## src/rtl/ifu_pkg.sv

```systemverilog
package ifu_pkg;
   typedef enum logic [1:0] {
      ST_OPC = 2'd0,
      ST_LO  = 2'd1,
      ST_HI  = 2'd2,
      ST_OUT = 2'd3
   } ifu_state_t;

   typedef logic [1:0] ilen_t;
endpackage

```

## src/rtl/ifu_len_dec.sv

```systemverilog
module ifu_len_dec #(
   parameter int DATA_W = 8
) (
   input  logic [DATA_W-1:0] opc,
   output ifu_pkg::ilen_t    len
);
   if (DATA_W != 8) begin : g_bad_w
      $error("ifu_len_dec: opcode map is defined for 8-bit opcodes only");
   end

   logic [1:0] grp;
   logic [2:0] mode;
   logic [2:0] op_hi;

   assign grp   = opc[1:0];
   assign mode  = opc[4:2];
   assign op_hi = opc[7:5];

   always_comb begin
      len = 2'd1;
      unique case (grp)
         2'b01: len = (mode == 3'd3 || mode >= 3'd6) ? 2'd3 : 2'd2;
         2'b10: begin
            case (mode)
               3'd0, 3'd1, 3'd5: len = 2'd2;
               3'd3, 3'd7:       len = 2'd3;
               default:          len = 2'd1;
            endcase
         end
         2'b00: begin
            case (mode)
               3'd0: begin
                  if (op_hi == 3'd1)       len = 2'd3;
                  else if (op_hi >= 3'd5)  len = 2'd2;
                  else                     len = 2'd1;
               end
               3'd1, 3'd4, 3'd5: len = 2'd2;
               3'd3, 3'd7:       len = 2'd3;
               default:          len = 2'd1;
            endcase
         end
         default: len = 2'd1;
      endcase
   end
endmodule

```

## src/rtl/ifu_pc_reg.sv

```systemverilog
module ifu_pc_reg #(
   parameter int ADDR_W = 16
) (
   input  logic              clk,
   input  logic              rst,
   input  logic [ADDR_W-1:0] rst_vec,
   input  logic              ld,
   input  logic [ADDR_W-1:0] ld_addr,
   input  logic              inc,
   output logic [ADDR_W-1:0] pc
);
   if (ADDR_W < 8) begin : g_bad_a
      $error("ifu_pc_reg: ADDR_W must be at least 8");
   end

   localparam logic [ADDR_W-1:0] STEP = ADDR_W'(1);

   always_ff @(posedge clk) begin
      if (rst)      pc <= rst_vec;
      else if (ld)  pc <= ld_addr;
      else if (inc) pc <= pc + STEP;
   end


   pc_load_chk: assert property (@(posedge clk) disable iff (rst)
      ld |=> pc == $past(ld_addr));


   pc_step_chk: assert property (@(posedge clk) disable iff (rst)
      (inc && !ld) |=> pc == $past(pc) + STEP);
endmodule

```

## src/rtl/ifu_seq.sv

```systemverilog
module ifu_seq #(
   parameter int DATA_W   = 8,
   parameter int NUM_OPND = 2
) (
   input  logic                             clk,
   input  logic                             rst,
   input  logic                             ld,
   input  logic [DATA_W-1:0]                rdata,
   input  ifu_pkg::ilen_t                   dec_len,
   input  logic                             out_ready,
   output logic                             mem_rd,
   output logic                             out_valid,
   output logic [DATA_W-1:0]                opcode,
   output logic [NUM_OPND-1:0][DATA_W-1:0]  opnd,
   output ifu_pkg::ilen_t                   len_q
);
   import ifu_pkg::*;

   if (NUM_OPND != 2) begin : g_bad_n
      $error("ifu_seq: sequencer states cover exactly two operand lanes");
   end

   ifu_state_t state;
   logic       cap_opc;

   assign mem_rd    = (state != ST_OUT) && !ld;
   assign out_valid = (state == ST_OUT) && !ld;
   assign cap_opc   = mem_rd && (state == ST_OPC);

   always_ff @(posedge clk) begin
      if (rst || ld) begin
         state <= ST_OPC;
      end else begin
         unique case (state)
            ST_OPC:  state <= (dec_len == 2'd1) ? ST_OUT : ST_LO;
            ST_LO:   state <= (len_q == 2'd2) ? ST_OUT : ST_HI;
            ST_HI:   state <= ST_OUT;
            ST_OUT:  if (out_ready) state <= ST_OPC;
            default: state <= ST_OPC;
         endcase
      end
   end

   always_ff @(posedge clk) begin
      if (rst) begin
         opcode <= '0;
         len_q  <= 2'd1;
      end else if (cap_opc) begin
         opcode <= rdata;
         len_q  <= dec_len;
      end
   end

   for (genvar k = 0; k < NUM_OPND; k++) begin : g_lane
      localparam ifu_state_t LANE_ST = ifu_state_t'(k + 1);
      logic [DATA_W-1:0] lane_q;
      always_ff @(posedge clk) begin
         if (rst || cap_opc)                     lane_q <= '0;
         else if (mem_rd && state == LANE_ST)    lane_q <= rdata;
      end
      assign opnd[k] = lane_q;
   end


   hold_stable_chk: assert property (@(posedge clk) disable iff (rst)
      (out_valid && !out_ready) |=> ($stable(opcode) && $stable(opnd) && $stable(len_q)));


   ld_flush_chk: assert property (@(posedge clk) disable iff (rst)
      ld |=> !out_valid);


   hi_lane_len_chk: assert property (@(posedge clk) disable iff (rst)
      (state == ST_HI) |-> len_q == 2'd3);
endmodule

```

## src/rtl/ifu_byte_fetch.sv

```systemverilog
module ifu_byte_fetch #(
   parameter int ADDR_W  = 16,
   parameter int DATA_W  = 8,
   parameter int MAX_LEN = 3
) (
   input  logic              clk,
   input  logic              rst,
   input  logic [ADDR_W-1:0] rst_vec,
   output logic [ADDR_W-1:0] mem_addr,
   output logic              mem_rd,
   input  logic [DATA_W-1:0] mem_rdata,
   input  logic              ld_pc,
   input  logic [ADDR_W-1:0] ld_addr,
   output logic              out_valid,
   input  logic              out_ready,
   output logic [DATA_W-1:0] out_opcode,
   output logic [DATA_W-1:0] out_lo,
   output logic [DATA_W-1:0] out_hi,
   output logic [1:0]        out_len
);
   localparam int NUM_OPND = MAX_LEN - 1;

   if (MAX_LEN != 3) begin : g_bad_len
      $error("ifu_byte_fetch: MAX_LEN must be 3");
   end

   ifu_pkg::ilen_t                  dec_len;
   ifu_pkg::ilen_t                  len_q;
   logic [NUM_OPND-1:0][DATA_W-1:0] opnd;
   logic                            inc;

   ifu_len_dec #(.DATA_W(DATA_W)) u_dec (
      .opc (mem_rdata),
      .len (dec_len)
   );

   ifu_seq #(.DATA_W(DATA_W), .NUM_OPND(NUM_OPND)) u_seq (
      .clk       (clk),
      .rst       (rst),
      .ld        (ld_pc),
      .rdata     (mem_rdata),
      .dec_len   (dec_len),
      .out_ready (out_ready),
      .mem_rd    (mem_rd),
      .out_valid (out_valid),
      .opcode    (out_opcode),
      .opnd      (opnd),
      .len_q     (len_q)
   );

   assign inc = mem_rd;

   ifu_pc_reg #(.ADDR_W(ADDR_W)) u_pc (
      .clk     (clk),
      .rst     (rst),
      .rst_vec (rst_vec),
      .ld      (ld_pc),
      .ld_addr (ld_addr),
      .inc     (inc),
      .pc      (mem_addr)
   );

   assign out_lo  = opnd[0];
   assign out_hi  = opnd[1];
   assign out_len = len_q;


   len_range_chk: assert property (@(posedge clk) disable iff (rst)
      out_valid |-> out_len != 2'd0);


   stall_no_read_chk: assert property (@(posedge clk) disable iff (rst)
      (out_valid && !out_ready && !ld_pc) |=> !mem_rd);
endmodule

```

## config.mk

```make
export PLATFORM = sky130hd
export DESIGN_NAME = ifu_byte_fetch
export DESIGN_NICKNAME = d
export VERILOG_FILES = /design/src/rtl/ifu_pkg.sv /design/src/rtl/ifu_len_dec.sv /design/src/rtl/ifu_pc_reg.sv /design/src/rtl/ifu_seq.sv /design/src/rtl/ifu_byte_fetch.sv
export SDC_FILE = /design/constraint.sdc
export NUM_CORES = 1
export LEC_CHECK = 0
export CORE_ASPECT_RATIO = 1.25
export CORE_MARGIN = 8
export CORE_UTILIZATION = 48
export CTS_BUF_LIST = sky130_fd_sc_hd__clkbuf_8 sky130_fd_sc_hd__clkbuf_16
export CTS_CLUSTER_SIZE = 24
export DETAILED_ROUTE_END_ITERATION = 10
export GPL_ROUTABILITY_DRIVEN = 0
export PLACE_DENSITY = 0.93
export SLEW_MARGIN = 10
export SYNTH_ARGS = -nofsm -noshare
export SYNTH_HDL_FRONTEND = slang
export SYNTH_HIERARCHICAL = 1
export SYNTH_SLANG_ARGS = --single-unit
```

## constraint.sdc

```tcl
create_clock -name clk -period 4 [get_ports clk]
set_input_delay 0.8 -clock clk [delete_from_list [all_inputs] [get_ports clk]]
set_output_delay 0.8 -clock clk [all_outputs]
set_load 0.03 [all_outputs]
```

==> key figures, run 1 <==
STA
  – Tmin final: 3.23 ns
  – Final hold slack: 0.501 ns
  – Clock Skew: 0.00707 ns
  – Setup TNS: 0 ns
  – Final cycle utilization of the critical path: 80.7%
  – Final slew viol count: 0
  – Max-slew headroom: 49.4%
  – Final setup violation count: 0
  – Fmax: 0.310 GHz
  – Slew @ Worst Pin: 0.757 ns
  – RSZ-0062 raised after global routing: no
  – Final hold vios: 0
  – Final worst setup slack: 0.773 ns

CTS
  – Post-CTS Hold Buffers: 0
  – TritonCTS Buffers: 5
  – CTS tree: done
  – Resized cells post-CTS: 0
  – Root Buffer: clkbuf_8
  – Postcts setup bufs: 0
  – Sink count of the clock tree: 44
  – CTS H-tree lvls: 2
  – Clock buffer depth: 2
  – Clk Latency, worst-skew pair: 0.30 ns
  – CTS clk-pin slew, worst paths: 0.08 ns

Synth
  – Synth Area in Compound Gates: 10.2%
  – Syn_area_per_cell: 10.1 sq um
  – Xor/xnor share of the synthesized area: 3.77%
  – FF+latch count, synth: 44
  – Ys Warns: 6
  – Post-synthesis simple-gate area fraction: 20.3%
  – Mapped Cells: 230
  – Largest family of logic cells by synthesized area: simple AND/OR/NAND/NOR gates
  – Post-Syn Area: 2320 sq um
  – Syn_nets: 280
  – Register area share after synthesis: 44.8%
  – Post-synthesis cell type count: 46
  – Mux contribution to synthesized area: 13.8%
  – Synthesized-area fraction occupied by adder cells: 3.23%

Worst setup path
  – Crit. Startpoint: ld_pc
  – Critical Path Start Type: input port
  – Reg2reg setup slack: 2.10 ns
  – R2r worst-path depth: 5
  – Crit Path Max Fanout: 13
  – RR Endpoint: u_pc/pc[14]$_DFFE_PP_
  – Crit. End Element: output pin
  – Arr. time, crit path: 2.43 ns
  – Critical path class: in -> out
  – Worst endpoint required time: 3.20 ns
  – RR Startpoint: u_pc/pc[0]$_DFFE_PP_

Drt
  – WL/cell: 17.4 um
  – Vias per inst: 5.51
  – # DRC: 0
  – Routed vias: 2101
  – TritonRoute pass-1 iters: 4
  – First DRT Iteration DRCs: 94
  – Post-route antenna net violation count: 0
  – WL final: 6.64 mm

Global route
  – GRT Resource Usage Total: 18.3%
  – First-pass GRT wire length: 10.9 mm
  – Via count of the first global-routing pass: 2180
  – Total congestion overflow: 0
  – Largest net degree at the start of global routing: 24
  – Initial antenna violation count: 0

Layout
  – Util after Layout: 71.0%
  – Fraction of layout cells with a size suffix above 1: 7.17%
  – Synth-to-Final Area Change: 43.3%
  – Fin nets: 370
  – Filler cells: 346
  – Ant. Diodes: 0

Hold path
  – Hold Path End: u_seq/g_lane[0].lane_q[1]$_SDFFE_PP0P_
  – Hold Path Depth: 2
  – Min-Delay Startpoint: u_seq/g_lane[0].lane_q[1]$_SDFFE_PP0P_
  – Hold/Removal Path Class: reg -> reg

Floorplanning
  – Die width: 78.2 um
  – IO Pins: 88
  – Die height: 93.8 um
  – Die area: 7340 sq um
  – Core Region: 4690 sq um
  – Starting Density: 49.5%
  – # rows: 28

Placement
  – PortBufs: 87
  – Setup WS pre-CTS: 0.787 ns
  – DP Wirelength: 5.15 mm

Run
  – Max_cap viols: 0

Power and ir drop
  – Power, Total: 0.00111 W
  – Pwr/cell area: 332 nW/um^2
  – LEAKAGE: 1.21 nW
  – Peak VDD IR: 0.257 mV

Run status
  – Status: finished clean
[flip-flops by register name, summed over array words and instances (netlist names)]
name                 count
u_seq/g_lane.lane_q     16
u_seq/opcode             8
u_pc/pc                 16
u_seq/len_q              2
u_seq/state              2
[worst max-delay path by stage]
stage	end	slack, ns	cells past startpoint
after global placement	mem_rd	0.82	3
after floorplan	u_pc/pc[0]$_DFFE_PP_	1.89	2
final	mem_rd	0.77	3
after detailed placement	mem_rd	0.79	3
after global routing	mem_rd	0.68	3
after CTS	mem_rd	0.78	3
[kinds of logic (layout without fill, tap and decap cells)]
| logic type | after synthesis | count (layout) |
|---|---|---|
| mux | 32 | 32 |
| simple gates | 87 | 87 |
| compound gates | 36 | 36 |
| fa+ha+maj | 6 | 6 |
| buf+inv | 15 | 106 |
| flops | 44 | 44 |
| xor+xnor | 10 | 10 |
[cells in the mapped netlist, drive strengths merged]
cell | n | area, sq um
xnor2 | 9 | 78.8
nand3b | 2 | 15.0
nand2 | 12 | 45.0
or3 | 3 | 18.8
o221ai | 1 | 8.76
o311a | 1 | 10.0
or2 | 2 | 12.5
nor3b | 4 | 35.0
buf | 6 | 56.3
and3b | 1 | 8.76
mux2 | 1 | 11.3
and2b | 1 | 8.76
inv | 6 | 22.5
a21oi | 7 | 35.0
ha | 6 | 75.1
nand4 | 3 | 33.8
nor4 | 2 | 33.8
nor2 | 33 | 124
a211o | 1 | 8.76
o31a | 1 | 8.76
nor2b | 5 | 31.3
o21ai | 11 | 55.1
or4 | 1 | 11.3
o211ai | 2 | 20.0
a22oi | 5 | 37.5
edfxtp | 16 | 480
mux2i | 31 | 310
a2111oi | 1 | 8.76
a221o | 1 | 10.0
nand3 | 9 | 45.0
dfxtp | 28 | 561
clkbuf | 3 | 11.3
a311oi | 1 | 8.76
nor3 | 6 | 30.0
nand2b | 1 | 6.26
xor2 | 1 | 8.76
o22ai | 4 | 25.0
and3 | 2 | 13.8
[through the flow]
stage	instance area (sq um)	instances
floorplan	2320	230
global placement	3240	373
detailed placement	3240	373
CTS	3330	381
global route	3330	381
finish	3330	381
[layout by cell type (no fill, tap or decap), drive strengths merged, types with 6 or more instances in the layout]
cell            n
nor3            6
nand3           9
a21oi           7
nor2           33
clkdlybuf4s50  87
edfxtp         16
inv             7
ha              6
o21ai          11
nand2          12
mux2i          31
xnor2           9
dfxtp          28
[critical path, cell delays in order]
cell and delay, ns:
clkdlybuf4s50_1 0.66, nor2_1 0.26, clkdlybuf4s50_1 0.70
[power breakdown]
part	switching (W)	internal [W]	total, W
clock network	0.000158	0.000124	0.000282
logic	0.000152	0.000139	0.000292
registers	0.0000348	0.000498	0.000533
[layer usage]
metal | routed length (um) | vias up | track usage [%]
met5 | 0 | - | 0
met1 | 2800 | 999 | 20.3
met2 | 3180 | 89 | 30.3
met3 | 576 | 7 | 7.66
met4 | 74 | 0 | 6.81
li1 | - | 1006 | -
[cell type report]
cell class              instances  area [sq um]  share of cell area (%)
clock buffers                   5          68.8                    2.07
clock inverters                 3          22.5                   0.676
inverters                       6          22.5                   0.676
multi-input cells             171          1190                    35.8
flip-flops and latches         44          1040                    31.2
well taps                      60          75.1                    2.25
repair buffers                 92           908                    27.3
No activity file was read; power rests on OpenSTA's default activity.
==> run 2: changes to the inputs <==
--- a/config.mk
+++ b/config.mk
@@ -7,12 +7,12 @@
 export LEC_CHECK = 0
 export CORE_ASPECT_RATIO = 1.25
 export CORE_MARGIN = 8
-export CORE_UTILIZATION = 48
+export CORE_UTILIZATION = 40
 export CTS_BUF_LIST = sky130_fd_sc_hd__clkbuf_8 sky130_fd_sc_hd__clkbuf_16
 export CTS_CLUSTER_SIZE = 24
 export DETAILED_ROUTE_END_ITERATION = 10
 export GPL_ROUTABILITY_DRIVEN = 0
-export PLACE_DENSITY = 0.93
+export PLACE_DENSITY = 0.84
 export SLEW_MARGIN = 10
 export SYNTH_ARGS = -nofsm -noshare
 export SYNTH_HDL_FRONTEND = slang
==> constraint.sdc (replaced) <==
create_clock -name clk -period 2.62 [get_ports clk]
set_input_delay 0.524 -clock clk [delete_from_list [all_inputs] [get_ports clk]]
set_output_delay 0.524 -clock clk [all_outputs]
set_load 0.03 [all_outputs]
==> run 2 against run 1 <==
Non-clock buffer count rose by 3; worst setup slack got worse by 0.34 ns; critical path depth is 1 higher; sequential power increased by 53%; sequential share of layout area shrank 0.16 points; critical path type unchanged; total power grew 51%; sequential cell count unchanged; clock-buffer cell count unchanged; clock power up 46%; hold slack improved by 0.00093 ns; combinational power increased by 53%; global-route usage shrank 2.6 points.
==> key figures, run 2 (synthesis results as in run 1) <==
Drt
  – TritonRoute pass-1 iters: 4 (unchanged)
  – Routed vias: 2104 (was 2101)
  – First DRT Iteration DRCs: 107 (was 94)
  – WL/cell: 17.1 um (was 17.4 um)
  – Post-route antenna net violation count: 0 (unchanged)
  – # DRC: 0 (unchanged)
  – Vias per inst: 5.39 (was 5.51)
  – WL final: 6.66 mm (was 6.64 mm)

Power and ir drop
  – Pwr/cell area: 500 nW/um^2 (was 332 nW/um^2)
  – Power, Total: 0.00167 W (was 0.00111 W)
  – LEAKAGE: 1.22 nW (was 1.21 nW)
  – Peak VDD IR: 0.307 mV (was 0.257 mV)

STA
  – RSZ-0062 raised after global routing: no (unchanged)
  – Final hold slack: 0.502 ns (was 0.501 ns)
  – Final setup violation count: 0 (unchanged)
  – Max-slew headroom: 50.5% (was 49.4%)
  – Final cycle utilization of the critical path: 83.4%
  – Setup TNS: 0 ns (unchanged)
  – Tmin final: 2.19 ns
  – Final hold vios: 0 (unchanged)
  – Slew @ Worst Pin: 0.743 ns (was 0.757 ns)
  – Clock Skew: 0.00770 ns (was 0.00707 ns)
  – Fmax: 0.458 GHz
  – Final slew viol count: 0 (unchanged)

Floorplanning
  – Die height: 101 um (was 93.8 um)
  – Die area: 8520 sq um (was 7340 sq um)
  – # rows: 31 (was 28)
  – Die width: 84.2 um (was 78.2 um)
  – IO Pins: 88 (unchanged)
  – Starting Density: 40.8% (was 49.5%)
  – Core Region: 5700 sq um (was 4690 sq um)

Layout
  – Non-filler instance count after layout: 390 (was 381)
  – Most common cell after layout, fill and taps aside: clkdlybuf4s50_1 (unchanged)
  – Fin nets: 373 (was 370)
  – Ant. Diodes: 0 (unchanged)
  – Largest regs: u_pc/pc (16), u_seq/g_lane.lane_q (16), u_seq/opcode (8) (unchanged)
  – Final Cell Area: 3350 sq um (was 3330 sq um)
  – Fraction of layout cells with a size suffix above 1: 8.02% (was 7.17%)
  – Most frequent cells in the layout: clkdlybuf4s50_1 (85), nor2_1 (33), mux2i_1 (31) (was clkdlybuf4s50_1 (87), nor2_1 (33), mux2i_1 (31))
  – Synth-to-Final Area Change: 44.1% (was 43.3%)

Worst setup path
  – R2r worst-path depth: 5 (unchanged)
  – Worst endpoint required time: 2.10 ns (was 3.20 ns)
  – Critical Path Start Type: input port (unchanged)
  – RR Endpoint: u_pc/pc[14]$_DFFE_PP_ (unchanged)
  – RR Startpoint: u_pc/pc[0]$_DFFE_PP_ (unchanged)
  – Crit Path Max Fanout: 17 (was 13)
  – Reg2reg setup slack: 0.78 ns (was 2.10 ns)
  – Critical path class: in -> out (unchanged)
  – Arr. time, crit path: 1.66 ns (was 2.43 ns)
  – Crit. End Element: output pin (unchanged)

Global route
  – Largest net degree at the start of global routing: 20 (was 24)
  – First-pass GRT wire length: 11.0 mm (was 10.9 mm)
  – GRT Resource Usage Total: 15.7% (was 18.3%)
  – Via count of the first global-routing pass: 2211 (was 2180)
  – Initial antenna violation count: 0 (unchanged)
  – Total congestion overflow: 0 (unchanged)

Placement
  – Placed cell area: 3270 sq um (was 3240 sq um)
  – Placed Cells: 382 (was 373)
  – DP Wirelength: 5.20 mm (was 5.15 mm)
  – PortBufs: 87 (unchanged)

Run
  – Max_cap viols: 0 (unchanged)

Run status
  – Status: finished clean (unchanged)

Hold path
  – Min-Delay Startpoint: u_seq/g_lane[1].lane_q[6]$_SDFFE_PP0P_ (was u_seq/g_lane[0].lane_q[1]$_SDFFE_PP0P_)
  – Hold Path End: u_seq/g_lane[1].lane_q[6]$_SDFFE_PP0P_ (was u_seq/g_lane[0].lane_q[1]$_SDFFE_PP0P_)
  – Hold/Removal Path Class: reg -> reg (unchanged)
  – Hold Path Depth: 2 (unchanged)

CTS
  – CTS tree: done (unchanged)
  – Clock buffer depth: 2 (unchanged)
  – Clk Latency, worst-skew pair: 0.29 ns (was 0.30 ns)
  – Sink count of the clock tree: 44 (unchanged)
  – Postcts setup bufs: 0 (unchanged)
  – Post-CTS Hold Buffers: 0 (unchanged)
  – Root Buffer: clkbuf_8 (unchanged)
  – CTS H-tree lvls: 2 (unchanged)
  – CTS clk-pin slew, worst paths: 0.08 ns (about the same)
  – TritonCTS Buffers: 5 (unchanged)
  – Resized cells post-CTS: 0 (unchanged)
-- run 2: cell count changes in the layout (fill, tap and decap cells not counted) --
cell / before / now
clkinv_4: 1 / 0
clkdlybuf4s50_1: 87 / 85
inv_4: 1 / 0
clkinv_1: 0 / 1
buf_4: 5 / 10
inv_1: 6 / 7
-- run 2: area by class of cell --
| class | instances | area [sq um] |
|---|---|---|
| timing repair buffer | 95 | 926 |
| sequential | 44 | 1040 |
| inverter | 6 | 22.5 |
| fill | 505 | 2350 |
| clock buffer | 5 | 68.8 |
| clock inverter | 3 | 15.0 |
| multi-input combinational | 171 | 1190 |
| tap | 66 | 82.6 |
-- run 2: how the worst max path moves through the flow --
stage | start | endpoint | slack (ns) | cells after the start
2_1_floorplan | u_seq/state[0]$_SDFFE_PP0P_ | u_pc/pc[0]$_DFFE_PP_ | 0.73 | 3
3_3_place_gp | mem_rdata[6] | u_seq/state[1]$_SDFFE_PP0P_ | 0.36 | 7
3_5_place_dp | mem_rdata[6] | u_seq/state[1]$_SDFFE_PP0P_ | 0.25 | 7
4_1_cts | ld_pc | out_valid | 0.43 | 4
5_1_grt | ld_pc | out_valid | 0.37 | 4
6_report | ld_pc | out_valid | 0.43 | 4
-- run 2: report_power, final --
group | total (W) | switching (W) | internal, W
Combinational | 0.000447 | 0.000232 | 0.000215
Sequential | 0.000814 | 0.0000527 | 0.000761
Clock | 0.000413 | 0.000232 | 0.000181
Total | 0.00167 | 0.000516 | 0.00116
-- run 2: metrics by stage --
step | setup slack (ns) | utilization, %
final | 0.435 | 58.7
after CTS | 0.435 | 58.7
after global routing | 0.375 | 58.7
after global placement | 0.362 | 57.3
after floorplan | 0.734 | -
after detailed placement | 0.254 | 57.3
-- run 2: critical path: stages --
cell	delay, ns
clkdlybuf4s50_1	0.62
buf_4	0.27
nor2b_1	0.07
buf_4	0.17
-- run 2: layer usage --
layer  vias up  track usage, %  wire length (um)
li1       1013               -                 -
met1       993            17.1              2750
met2        93            26.9              3180
met3         5            6.84               688
met4         0            4.66                46
met5         -               0                 0
==> run 3: changes to the inputs <==
==> constraint.sdc (replaced) <==
create_clock -name clk -period 1.9 [get_ports clk]
set_input_delay 0.38 -clock clk [delete_from_list [all_inputs] [get_ports clk]]
set_output_delay 0.38 -clock clk [all_outputs]
set_load 0.03 [all_outputs]
==> run 3 against run 2 <==
Utilization increased by 3.7 points; sequential share of layout area decreased by 1.9 points; sequential power rose by 36%; total power increased by 44%; combinational power grew 50%; first-iteration DRC count fell by 51%; final cell count grew 5.6%; clock skew barely moved; largest power group unchanged.
==> key figures, run 3 (synthesis results as in run 1) <==
Placement
  – DP Wirelength: 5.36 mm (was 5.20 mm)
  – Setup WS pre-CTS: -0.141 ns (was 0.254 ns)
  – PortBufs: 87 (unchanged)

Worst setup path
  – Critical Path Start Type: flip-flop (was input port)
  – Critical path class: reg -> out (was in -> out)
  – Arr. time, crit path: 1.47 ns (was 1.66 ns)
  – Crit. End Element: output pin (unchanged)
  – Reg2reg setup slack: 0.11 ns (was 0.78 ns)
  – RR Endpoint: u_pc/pc[14]$_DFFE_PP_ (unchanged)
  – RR Startpoint: u_pc/pc[1]$_DFFE_PP_ (was u_pc/pc[0]$_DFFE_PP_)
  – Crit Path Max Fanout: 5 (was 17)
  – R2r worst-path depth: 5 (unchanged)
  – Worst endpoint required time: 1.52 ns (was 2.10 ns)

Power and ir drop
  – LEAKAGE: 1.38 nW (was 1.22 nW)
  – P_sw: 0.000730 W (was 0.000516 W)
  – Logic pwr share: 27.8% (was 26.7%)
  – Power, Total: 0.00241 W (was 0.00167 W)
  – Internal power: 0.00168 W (was 0.00116 W)
  – Reg power frac: 46.2% (was 48.6%)
  – Sw Ratio: 30.3% (was 30.9%)
  – Peak VDD IR: 0.408 mV (was 0.307 mV)
  – Pwr/cell area: 677 nW/um^2 (was 500 nW/um^2)
  – Clock Power Share: 25.9% (was 24.7%)

CTS
  – Sink count of the clock tree: 44 (unchanged)
  – Root Buffer: clkbuf_8 (unchanged)
  – Clk Latency, worst-skew pair: 0.30 ns (was 0.29 ns)
  – CTS clk-pin slew, worst paths: 0.09 ns (was 0.08 ns)
  – TritonCTS Buffers: 5 (unchanged)
  – CTS tree: done (unchanged)
  – CTS H-tree lvls: 2 (unchanged)
  – Postcts setup bufs: 0 (unchanged)
  – Clock buffer depth: 2 (unchanged)

Global route
  – Largest net degree at the start of global routing: 17 (was 20)
  – Via count of the first global-routing pass: 2182 (was 2211)
  – Initial antenna violation count: 0 (unchanged)
  – Total congestion overflow: 0 (unchanged)
  – GRT Resource Usage Total: 15.3% (was 15.7%)
  – First-pass GRT wire length: 10.8 mm (was 11.0 mm)

STA
  – Fmax: 0.539 GHz
  – Final hold vios: 0 (unchanged)
  – Final worst setup slack: 0.0457 ns (was 0.435 ns)
  – Slew @ Worst Pin: 0.493 ns (was 0.743 ns)
  – Setup TNS: 0 ns (unchanged)
  – Final setup violation count: 0 (unchanged)
  – Final slew viol count: 0 (unchanged)
  – Tmin final: 1.85 ns
  – RSZ-0062 raised after global routing: no (unchanged)
  – Clock Skew: 0.00770 ns (about the same)
  – Final cycle utilization of the critical path: 97.6%
  – Max-slew headroom: 67.1% (was 50.5%)

Hold path
  – Hold/Removal Path Class: reg -> reg (unchanged)
  – Hold Path Depth: 2 (unchanged)
  – Min-Delay Startpoint: u_seq/g_lane[0].lane_q[0]$_SDFFE_PP0P_ (was u_seq/g_lane[1].lane_q[6]$_SDFFE_PP0P_)
  – Hold Path End: u_seq/g_lane[0].lane_q[0]$_SDFFE_PP0P_ (was u_seq/g_lane[1].lane_q[6]$_SDFFE_PP0P_)

Layout
  – Multi-input gate area: 1190 sq um (unchanged)
  – Ant. Diodes: 0 (unchanged)
  – Fin nets: 395 (was 373)
  – Most frequent cells in the layout: clkdlybuf4s50_1 (79), nor2_1 (33), mux2i_1 (31) (was clkdlybuf4s50_1 (85), nor2_1 (33), mux2i_1 (31))
  – Filler cells: 485 (was 505)
  – Util after Layout: 62.5% (was 58.7%)
  – Synth-to-Final Area Change: 53.2% (was 44.1%)
  – Register Area: 1040 sq um (unchanged)
  – Most common cell after layout, fill and taps aside: clkdlybuf4s50_1 (unchanged)
  – Fraction of layout cells with a size suffix above 1: 14.5% (was 8.02%)
  – Largest regs: u_pc/pc (16), u_seq/g_lane.lane_q (16), u_seq/opcode (8) (unchanged)

Floorplanning
  – IO Pins: 88 (unchanged)
  – Starting Density: 40.8% (unchanged)
  – # rows: 31 (unchanged)
  – Core Region: 5700 sq um (unchanged)
  – Die area: 8520 sq um (unchanged)
  – Die height: 101 um (unchanged)
  – Die width: 84.2 um (unchanged)

Drt
  – WL final: 6.80 mm (was 6.66 mm)
  – Vias per inst: 5.22 (was 5.39)
  – Post-route antenna net violation count: 0 (unchanged)
  – First DRT Iteration DRCs: 52 (was 107)
  – TritonRoute pass-1 iters: 4 (unchanged)
  – # DRC: 0 (unchanged)
  – WL/cell: 16.5 um (was 17.1 um)
  – Routed vias: 2149 (was 2104)

Run status
  – Status: finished clean (unchanged)

Run
  – Max_cap viols: 0 (unchanged)
run 3: cell count changes in the layout (fill, tap and decap cells not counted), moves of 2 or more:
cell             previous run  this run
inv_4                       0         2
dlymetal6s2s_1              0         4
dlygate4sd2_1               0         2
buf_12                      0         2
buf_4                      10        29
clkdlybuf4s50_1            85        79
run 3: how the worst max path moves through the flow:
stage	slack, ns	start	endpoint
2_1_floorplan	0.01	u_seq/state[0]$_SDFFE_PP0P_	u_pc/pc[0]$_DFFE_PP_
3_3_place_gp	-0.13	mem_rdata[6]	u_seq/state[1]$_SDFFE_PP0P_
3_5_place_dp	-0.14	mem_rdata[6]	u_seq/state[1]$_SDFFE_PP0P_
4_1_cts	0.02	u_pc/pc[3]$_DFFE_PP_	mem_addr[3]
5_1_grt	0.005	u_pc/pc[9]$_DFFE_PP_	mem_addr[9]
6_report	0.05	u_pc/pc[9]$_DFFE_PP_	mem_addr[9]
run 3: timing repair:
action / CTS / global route
hold buffers: 0 / 0
setup endpoints to repair: 2 / 5
gates resized for setup: 2 / 5
run 3: layout make-up:
class                           instances  share of cell area [%]
Sequential cell                        44                    29.2
Clock inverter                          2                   0.351
Multi-Input combinational cell        171                    33.5
Clock buffer                            6                    2.32
Timing Repair Buffer                  117                    31.6
Inverter                                6                   0.632
Tap cell                               66                    2.32
run 3: metal layers:
layer  share of wire, %  vias up  GRT usage [%]
met5                  0        -              0
met4                1.5        0           4.53
met3                 10       11           5.79
li1                   -     1057              -
met2                 47       97           26.9
met1                 41      984           16.7
run 3: worst max-delay path, stage by stage, from the launching register on:
cell and delay, ns:
edfxtp_1 0.37, buf_4 0.14, clkdlybuf4s50_1 0.67
run 3: per-stage QoR:
stage	cells	area (sq um)	hold slack [ns]
5_1_grt	412	3560	0.524
4_1_cts	412	3550	0.507
2_1_floorplan	230	2320	0.463
3_5_place_dp	404	3460	0.484
3_3_place_gp	404	3460	0.471
6_report	412	3560	0.501
run 3: power by group through the flow:
stage               Clock (W)  Sequential [W]  Combinational (W)
floorplan                   0         0.00125           0.000223
global placement            0         0.00113           0.000666
detailed placement          0         0.00114           0.000677
CTS                  0.000645         0.00111           0.000676
global route         0.000684         0.00112           0.000717
finish               0.000625         0.00111           0.000671
